`config.mk`:
```
export PLATFORM = sky130hd
export DESIGN_NAME = sleep_wake_ctrl
export DESIGN_NICKNAME = d
export VERILOG_FILES = /design/src/rtl/swc_pkg.sv /design/src/rtl/swc_pending_detect.sv /design/src/rtl/swc_startup_timer.sv /design/src/rtl/swc_status_regs.sv /design/src/rtl/sleep_wake_ctrl.sv
export SDC_FILE = /design/constraint.sdc
export NUM_CORES = 1
export LEC_CHECK = 0
export BUFFER_PORTS_ARGS = -buffer_cell sky130_fd_sc_hd__buf_4
export CORE_MARGIN = 3
export CORE_UTILIZATION = 49
export CTS_BUF_LIST = sky130_fd_sc_hd__clkbuf_4 sky130_fd_sc_hd__clkbuf_8
export DETAILED_ROUTE_END_ITERATION = 8
export PLACE_DENSITY = 0.83
export SYNTH_ARGS = -nofsm -noshare
export SYNTH_HDL_FRONTEND = slang
export SYNTH_SLANG_ARGS = --single-unit
```
`constraint.sdc`:
```
create_clock -name clk -period 1.83 [get_ports clk]
set_input_delay 0 -clock clk [delete_from_list [all_inputs] [get_ports clk]]
set_output_delay 0 -clock clk [all_outputs]
set_load 0.005 [all_outputs]
```
`src/rtl/swc_pkg.sv`:
```
package swc_pkg;
    typedef enum logic [1:0] {
        ST_RUN   = 2'd0,
        ST_SLEEP = 2'd1,
        ST_OST   = 2'd2
    } swc_state_t;
endpackage

```
`src/rtl/swc_pending_detect.sv`:
```
module swc_pending_detect #(
    parameter int N_IRQ = 8
) (
    input  logic [N_IRQ-1:0] irq_flag,
    input  logic [N_IRQ-1:0] irq_en,
    input  logic             wdt_enable,
    input  logic             wdt_timeout,
    output logic             irq_pending,
    output logic             wdt_wake,
    output logic             wake_any
);
    logic [N_IRQ-1:0] armed;

    genvar g;
    generate
        for (g = 0; g < N_IRQ; g++) begin : g_src
            assign armed[g] = irq_flag[g] & irq_en[g];
        end
    endgenerate

    always_comb begin
        irq_pending = |armed;
        wdt_wake    = wdt_enable & wdt_timeout;
        wake_any    = irq_pending | wdt_wake;
    end
endmodule

```
`src/rtl/swc_startup_timer.sv`:
```
module swc_startup_timer #(
    parameter int OST_CYCLES = 1024
) (
    input  logic clk,
    input  logic rst_n,
    input  logic reload,
    input  logic run,
    output logic done
);
    localparam int CNT_W = (OST_CYCLES > 1) ? $clog2(OST_CYCLES) : 1;
    localparam logic [CNT_W-1:0] TERM = CNT_W'(OST_CYCLES - 1);

    logic [CNT_W-1:0] cnt_q;

    always_ff @(posedge clk or negedge rst_n) begin
        if (!rst_n) begin
            cnt_q <= '0;
        end else if (reload) begin
            cnt_q <= '0;
        end else if (run && (cnt_q != TERM)) begin
            cnt_q <= cnt_q + 1'b1;
        end
    end

    assign done = (cnt_q == TERM);


    ost_reload_chk: assert property (@(posedge clk) disable iff (!rst_n)
        reload |=> (cnt_q == '0));
endmodule

```
`src/rtl/swc_status_regs.sv`:
```
module swc_status_regs (
    input  logic clk,
    input  logic rst_n,
    input  logic force_init,
    input  logic sleep_done,
    input  logic wdt_wake_evt,
    output logic pd_flag,
    output logic to_flag
);
    always_ff @(posedge clk or negedge rst_n) begin
        if (!rst_n) begin
            pd_flag <= 1'b1;
            to_flag <= 1'b1;
        end else if (force_init) begin
            pd_flag <= 1'b1;
            to_flag <= 1'b1;
        end else if (sleep_done) begin
            pd_flag <= 1'b0;
            to_flag <= 1'b1;
        end else if (wdt_wake_evt) begin
            to_flag <= 1'b0;
        end
    end


    pd_set_only_reset_chk: assert property (@(posedge clk) disable iff (!rst_n)
        $rose(pd_flag) |-> $past(force_init));
endmodule

```
`src/rtl/sleep_wake_ctrl.sv`:
```
module sleep_wake_ctrl
    import swc_pkg::*;
#(
    parameter int          N_IRQ       = 8,
    parameter int          OST_CYCLES  = 1024,
    parameter int          ADDR_W      = 13,
    parameter logic [12:0] VECTOR_ADDR = 13'h0004
) (
    input  logic              clk,
    input  logic              rst_n,
    input  logic              ext_rst,
    input  logic              sleep_exec,
    input  logic [N_IRQ-1:0]  irq_flag,
    input  logic [N_IRQ-1:0]  irq_en,
    input  logic              gie,
    input  logic              wdt_enable,
    input  logic              wdt_timeout,
    input  logic              osc_rc_mode,
    output logic              core_clk_en,
    output logic              wdt_clear,
    output logic              pd_flag,
    output logic              to_flag,
    output logic              resume_valid,
    output logic              resume_branch,
    output logic [ADDR_W-1:0] resume_addr
);
    localparam logic [ADDR_W-1:0] VEC = ADDR_W'(VECTOR_ADDR);

    swc_state_t state_q, state_d;
    logic irq_pending, wdt_wake, wake_any, ost_done;
    logic accept, wake_evt, resume_go;

    swc_pending_detect #(.N_IRQ(N_IRQ)) i_pend (
        .irq_flag    (irq_flag),
        .irq_en      (irq_en),
        .wdt_enable  (wdt_enable),
        .wdt_timeout (wdt_timeout),
        .irq_pending (irq_pending),
        .wdt_wake    (wdt_wake),
        .wake_any    (wake_any)
    );

    swc_startup_timer #(.OST_CYCLES(OST_CYCLES)) i_ost (
        .clk    (clk),
        .rst_n  (rst_n),
        .reload (wake_evt),
        .run    (state_q == ST_OST),
        .done   (ost_done)
    );

    swc_status_regs i_status (
        .clk          (clk),
        .rst_n        (rst_n),
        .force_init   (ext_rst),
        .sleep_done   (accept),
        .wdt_wake_evt (wake_evt && wdt_wake),
        .pd_flag      (pd_flag),
        .to_flag      (to_flag)
    );

    // Transition decode
    always_comb begin
        accept    = !ext_rst && (state_q == ST_RUN) && sleep_exec && !irq_pending;
        wake_evt  = !ext_rst && (state_q == ST_SLEEP) && wake_any;
        resume_go = !ext_rst && ((wake_evt && osc_rc_mode) ||
                                 ((state_q == ST_OST) && ost_done));
        state_d = state_q;
        unique case (state_q)
            ST_RUN:   if (accept) state_d = ST_SLEEP;
            ST_SLEEP: if (wake_evt) state_d = osc_rc_mode ? ST_RUN : ST_OST;
            ST_OST:   if (ost_done) state_d = ST_RUN;
            default:  state_d = ST_RUN;
        endcase
        if (ext_rst) state_d = ST_RUN;
    end

    // State register
    always_ff @(posedge clk or negedge rst_n) begin
        if (!rst_n) state_q <= ST_RUN;
        else        state_q <= state_d;
    end

    // Registered outputs
    always_ff @(posedge clk or negedge rst_n) begin
        if (!rst_n) begin
            wdt_clear     <= 1'b0;
            resume_valid  <= 1'b0;
            resume_branch <= 1'b0;
            resume_addr   <= '0;
        end else begin
            wdt_clear     <= accept;
            resume_valid  <= resume_go;
            resume_branch <= resume_go && gie;
            resume_addr   <= (resume_go && gie) ? VEC : '0;
        end
    end

    assign core_clk_en = (state_q == ST_RUN);


    wdt_clear_single_chk: assert property (@(posedge clk) disable iff (!rst_n)
        wdt_clear |=> !wdt_clear);

    wdt_clear_sleeping_chk: assert property (@(posedge clk) disable iff (!rst_n)
        wdt_clear |-> (!core_clk_en && !pd_flag));

    nop_sleep_chk: assert property (@(posedge clk) disable iff (!rst_n)
        (core_clk_en && sleep_exec && irq_pending && !ext_rst) |=>
            (core_clk_en && !wdt_clear && $stable(pd_flag)));

    resume_pulse_chk: assert property (@(posedge clk) disable iff (!rst_n)
        resume_valid |-> (core_clk_en && $rose(core_clk_en)));

    ext_rst_chk: assert property (@(posedge clk) disable iff (!rst_n)
        ext_rst |=> (core_clk_en && pd_flag && to_flag && !resume_valid));
endmodule

```
==> results of run 1 <==
[layout make-up]
class                      count  area [um^2]  area share [%]
clock buffer                   4        30.03           2.367
sequential                    17        427.9           33.73
tap                           25        31.28           2.465
multi-input combinational     83        505.5           39.84
timing repair buffer          33        255.2           20.12
inverter                       5        18.77           1.479
[registers in the layout (all words and copies together), names as in the netlist]
register	cells
i_ost.cnt_q	10
i_status.pd_flag	1
i_status.to_flag	1
resume_addr	1
resume_valid	1
state_q	2
wdt_clear	1
[through the flow]
step | instances | cell area [um^2]
after global routing | 167 | 1269
final | 167 | 1269
after detailed placement | 160 | 1209
after floorplan | 119 | 1055
after CTS | 167 | 1269
after global placement | 160 | 1209
[cell usage in the layout, fill, tap and decap left out, types with 2 or more instances in the layout]
master	Yosys	routed
buf_4	13	30
dfrtp_1	15	15
conb_1	1	12
nor2_1	8	8
nand2_1	7	7
a211oi_1	6	6
nand4_1	5	5
inv_1	5	5
a22oi_1	4	4
nor4_1	4	4
a21oi_1	4	4
clkbuf_4	0	4
and2_1	3	3
nand3_1	3	3
dlygate4sd3_1	0	3
and3_1	2	2
o21ai_0	2	2
mux2i_1	2	2
nor3_1	2	2
dfstp_2	2	2
[critical path, cell delays in order (launching register included)]
cell and delay (ns):
dfrtp_1 0.44, ha_1 0.24, and2_1 0.20, and3_1 0.24, or3_1 0.35, a21oi_1 0.14
[power by group through the flow]
| stage | logic, uW | registers [uW] | clock network (uW) |
|---|---|---|---|
| 2_1_floorplan | 242 | 577 | 0 |
| 3_3_place_gp | 299 | 600 | 0 |
| 3_5_place_dp | 315 | 608 | 0 |
| 4_1_cts | 322 | 602 | 223 |
| 5_1_grt | 364 | 624 | 233 |
| 6_report | 322 | 607 | 218 |
[layer usage]
| layer | up-vias | track usage, % | part of all wire [%] |
|---|---|---|---|
| met5 | - | 0 | 0 |
| met4 | 0 | 7.860 | 1.4 |
| met3 | 4 | 2.624 | 4.4 |
| met2 | 22 | 34.75 | 51 |
| met1 | 434 | 22.53 | 43 |
| li1 | 441 | - | - |
[final timing paths]
kind                                           endpoint  slack (ns)  cells after the start
min in group asynchronous    i_ost.cnt_q[1]$_DFFE_PN0P_        0.10                      2
max reg2reg                  i_ost.cnt_q[5]$_DFFE_PN0P_        0.15                      5
min reg2reg                  i_ost.cnt_q[8]$_DFFE_PN0P_        0.52                      1
max                          i_ost.cnt_q[5]$_DFFE_PN0P_        0.15                      5
max in group asynchronous  i_status.to_flag$_DFFE_PN1P_        1.47                      2
min                              state_q[1]$_DFFE_PN0P_        0.02                      3
[timing repair]
action | CTS | global route
setup endpoints to repair | 0 | 0
hold endpoints to repair | 23 | 0
hold buffers | 3 | 0
[cell families (layout without fill, tap and decap cells)]
kind of cell | count (synthesis) | in the layout | synth area share [%]
and+or+nand+nor | 43 | 43 | 24.08
AOI/OAI and AO/OA | 24 | 24 | 17.29
buffers and inverters | 19 | 42 | 11.97
DFF | 17 | 17 | 42.22
muxes | 2 | 2 | 1.975
adders and majority gates | 1 | 1 | 1.234
other | 1 | 12 | 0.3700
xor gates and xnor gates | 1 | 1 | 0.8644
==> flow_summary.ini, run 1 <==
[yosys]
synth_top_area_cell = dfrtp_1
synth_top_cell_area_share_pct = 37.04
ys_seq_area_share_pct = 42.22
synthArstFlopShare_pct = 100.0
synth_most_common_cell = dfrtp_1
synthTopCellsByArea = dfrtp_1, buf_4, dfstp_2
syn_area_um2 = 1013
postSynthCellCount = 108
ys_ff_latch = 17
synth-edff-count = 0
synth_warnings = 0
synth.avg_cell_area_um2 = 9.384
synth_cell_types = 38
netlist_top_cells_count = dfrtp_1, buf_4, nor2_1
synth_flop_cell = dfrtp_1

[layout]
n_antenna_cell = 0
nNetsFinal = 168
area_growth_pct = 25.19
drive_above_1_share_pct = 29.58
fillers = 147
final_util_pct = 68.98

[pwr]
pwr-share-clk_pct = 19.0
p_comb_share_pct = 28.1
power_density_nw_per_um2 = 904.1
power.leakage_uw = 0.0005868
p_seq_share_pct = 52.9
p_sw_share_pct = 35.57
total_power_uw = 1147
switching_power_uw = 408.0
p_int_uw = 739.0
ir_drop_mv = 0.5236

[grt]
grt_antenna_before_repair = 0
grt_first_pass_wirelength_um = 3843
grt_pass1_vias = 879
track_usage_pct = 19.24
grt_max_degree = 18
grt_overflow = 0

[hold_path]
hold_path.class = in -> reg
worstHoldStart = osc_rc_mode

[clocking]
cts.sinks = 17
clk_latency_ns = 0.29
htree_levels = 1
cts.reportedPaths.clkPinSlew_ns = 0.10
cts_buffers = 3
cts_setup_buffers = 0
cts_buffer_depth = 2
cts_root_buffer = clkbuf_4
cts_tree = built
ctsResizeCount = 0

[placement]
hpwl_um = 1718
pre_cts_slack_ns = 0.1869
io_buffers = 30
routabilityCongestion = 0.8578

[floorplan]
die_height_um = 51.48
core_um2 = 1839
rows = 15
start_util_pct = 55.10
die_x_um = 51.48
io_pins = 43
fp.dieArea_um2 = 2650

[drt]
num_vias = 901
drtIter0Drc = 15
via_per_inst = 5.395
drt_drc_violations_left = 0
drt_first_pass_iters = 4
post_drt_wl_per_cell_um = 13.49
final_antenna_net_count = 0
wl_um = 2252

[sta]
hold_ws_ns = 0.02204
period_share_pct = 91.54
setup_viol = 0
clock.fmax_mhz = 597.0
drv_slew = 0
hold_viol_final = 0
finalSetupTns_ns = 0
skew_ns = 0.01193
fin_ws_ns = 0.1549
rsz0062_at_grt = no
period_needed_ns = 1.675

[worst_setup_path]
startpoint = i_ost.cnt_q[0]$_DFFE_PN0P_
critPathRequiredTime_ns = 2.06
timing.rr.start = i_ost.cnt_q[0]$_DFFE_PN0P_
worst_ep_arrival_time_ns = 1.90
start_kind = register
crit_path_end_kind = register
critPathMaxFanout = 5
path_class = reg -> reg

[outcome]
status = completed

[job]
maxCapViolations = 0
Power figures use the tool's default switching activity.
==> inputs of run 2 (changes only) <==
--- a/config.mk
+++ b/config.mk
@@ -6,11 +6,12 @@
 export NUM_CORES = 1
 export LEC_CHECK = 0
 export BUFFER_PORTS_ARGS = -buffer_cell sky130_fd_sc_hd__buf_4
-export CORE_MARGIN = 3
 export CORE_UTILIZATION = 49
 export CTS_BUF_LIST = sky130_fd_sc_hd__clkbuf_4 sky130_fd_sc_hd__clkbuf_8
 export DETAILED_ROUTE_END_ITERATION = 8
-export PLACE_DENSITY = 0.83
+export PLACE_DENSITY = 0.82
+export REMOVE_ABC_BUFFERS = 1
 export SYNTH_ARGS = -nofsm -noshare
 export SYNTH_HDL_FRONTEND = slang
+export SYNTH_HIERARCHICAL = 1
 export SYNTH_SLANG_ARGS = --single-unit
==> flow_summary.ini, run 2 <==
[layout]
fillers = 171
nNetsFinal = 170
layout_commonest_cell = buf_4
regArea_um2 = 427.9
top_regs = i_ost/cnt_q x10, state_q x2
final_util_pct = 66.84
area_growth_pct = 27.65
n_antenna_cell = 0
largest_reg_flops = 10
multi_input_area_um2 = 521.8
drive_above_1_share_pct = 29.17
mostFrequentLayoutCells = buf_4, dfrtp_1, conb_1
design_area_um2 = 1311
top_register = i_ost/cnt_q
final_cells = 171

[yosys]
netlist_top_cells_count = dfrtp_1, buf_4, nor2_1
synth_cell_types = 41
synth_top_family_by_area = simple AND/OR/NAND/NOR gates
ys_seq_area_share_pct = 41.66
synth_top_area_cell = dfrtp_1
syn_area_um2 = 1027
ys_ff_latch = 17
synth_flop_cell = dfrtp_1
synth.area.mux_share_pct = 1.949
synth.avg_cell_area_um2 = 9.511
synth_adder_area_share_pct = 1.218
synthTopCellsByArea = dfrtp_1, buf_4, dfstp_2
synth_most_common_cell = dfrtp_1
synth-simple-area-share_pct = 24.73
synth_compound_area_share_pct = 16.32
synth_xor_area_share_pct = 1.705
synthArstFlopShare_pct = 100.0
synth-edff-count = 0
postSynthCellCount = 108
synth_top_cell_area_share_pct = 36.54
synth_warnings = 6

[placement]
routabilityCongestion = 0.8002
place_inst = 162
pre_cts_slack_ns = 0.09626
hpwl_um = 1634
io_buffers = 30
postPlaceCellArea_um2 = 1226

[worst_setup_path]
critPathRequiredTime_ns = 2.06
startpoint = i_ost/cnt_q[6]$_DFFE_PN0P_
timing.rr.start = i_ost/cnt_q[6]$_DFFE_PN0P_
r2r-end = i_ost/cnt_q[5]$_DFFE_PN0P_
crit_path_end_kind = register
max_stage_delay_ns = 0.52
slowest_stage = o31ai_4
critPathMaxFanout = 9
worst_ep_arrival_time_ns = 1.88
start_kind = register
path_class = reg -> reg
crit_chain = nand4_1 -> o31ai_4 -> o21ai_0 -> a21oi_1
r2r_cells = 4
r2r_slack_ns = 0.18
endpoint = i_ost/cnt_q[5]$_DFFE_PN0P_

[floorplan]
start_util_pct = 52.36
core_um2 = 1962
io_pins = 43
rows = 16
die_height_um = 47.79
fp.dieArea_um2 = 2283
die_x_um = 47.79

[grt]
grt_max_degree = 18
grt_first_pass_wirelength_um = 3201
grt_pass1_vias = 761
grt_overflow = 0
grt_antenna_before_repair = 0
track_usage_pct = 20.89

[sta]
clock.fmax_mhz = 605.7
skew_ns = 0.002841
drv_slew = 0
fin_ws_ns = 0.1790
hold_viol_final = 0
period_share_pct = 90.22
period_needed_ns = 1.651
finalSetupTns_ns = 0
rsz0062_at_grt = no
setup_viol = 0

[hold_path]
hold_path.class = in -> async

[drt]
num_vias = 919
post_drt_wl_per_cell_um = 12.92
drt_first_pass_iters = 4
via_per_inst = 5.374
drt_drc_violations_left = 0
wl_um = 2209
final_antenna_net_count = 0
drtIter0Drc = 16

[clocking]
cts.reportedPaths.clkPinSlew_ns = 0.11
cts.sinks = 17
cts_buffers = 3
cts_tree = built
clk_latency_ns = 0.30
cts_buffer_depth = 2
htree_levels = 1
cts_root_buffer = clkbuf_4
cts_setup_buffers = 0

[pwr]
p_seq_share_pct = 52.1
p_int_uw = 709.9
power_density_nw_per_um2 = 872.1
ir_drop_mv = 0.5123
pwr-share-clk_pct = 18.7
p_sw_share_pct = 37.93
power.leakage_uw = 0.0005789
p_comb_share_pct = 29.2
switching_power_uw = 433.7

[job]
maxCapViolations = 0

[outcome]
status = completed
-- run 2: power by group through the flow --
stage | sequential, uW | clock [uW] | combinational, uW
final | 596 | 214 | 334
after global routing | 615 | 233 | 381
after CTS | 590 | 221 | 326
after detailed placement | 598 | 0 | 316
after global placement | 588 | 0 | 293
after floorplan | 567 | 0 | 214
-- run 2: how the worst min path moves through the flow --
stage	endpoint	slack [ns]	cells after the start
floorplan	i_ost/cnt_q[0]$_DFFE_PN0P_	-0.30	0
detailed placement	i_ost/cnt_q[5]$_DFFE_PN0P_	-0.13	1
finish	i_ost/cnt_q[6]$_DFFE_PN0P_	0.1	2
CTS	i_ost/cnt_q[5]$_DFFE_PN0P_	0.08	2
global route	i_ost/cnt_q[7]$_DFFE_PN0P_	0.12	2
global placement	i_ost/cnt_q[7]$_DFFE_PN0P_	-0.13	1
-- run 2: final cells by class --
class | count | area share, %
multi-input cells | 83 | 39.79
clock buffers | 3 | 1.718
inverters | 4 | 1.145
flip-flops and latches | 17 | 32.63
repair buffers | 36 | 21.56
well taps | 27 | 2.576
clock inverters | 1 | 0.5725
-- run 2: metrics by stage --
stage,power (uW),hold slack [ns]
global placement,881.6,-0.1314
CTS,1138,0.07708
finish,1144,0.09622
floorplan,781.1,-0.2956
detailed placement,914.0,-0.1269
global route,1228,0.1180
-- run 2: worst max-delay path, delay by kind of cell, from the launching register on --
kind	cells	cell delay, ns
AO/OA/AOI/OAI	3	0.85
AND/OR/NAND/NOR	1	0.27
flip-flops	1	0.45
-- run 2: logic make-up (layout without fill, tap and decap cells) --
family          after synthesis  after routing
simple gates                 44             44
compound gates               22             22
buf+inv                      19             44
flops                        17             17
xor+xnor                      2              2
mux                           2              2
fa+ha+maj                     1              1
other cells                   1             12
-- run 2: layer usage --
metal / track usage [%] / wire length (um) / part of all wire, %
met4: 11.11 / 73 / 3.3
met2: 34.86 / 1110 / 50
met5: 0 / 0 / 0
met3: 4.528 / 114 / 5.2
met1: 25.00 / 911 / 41
-- run 2: repair_timing --
item,4_1_cts,5_1_grt
endpoints found under the setup margin,0,6
hold endpoints to repair,24,0
hold buffers,5,0
resized for setup,0,2
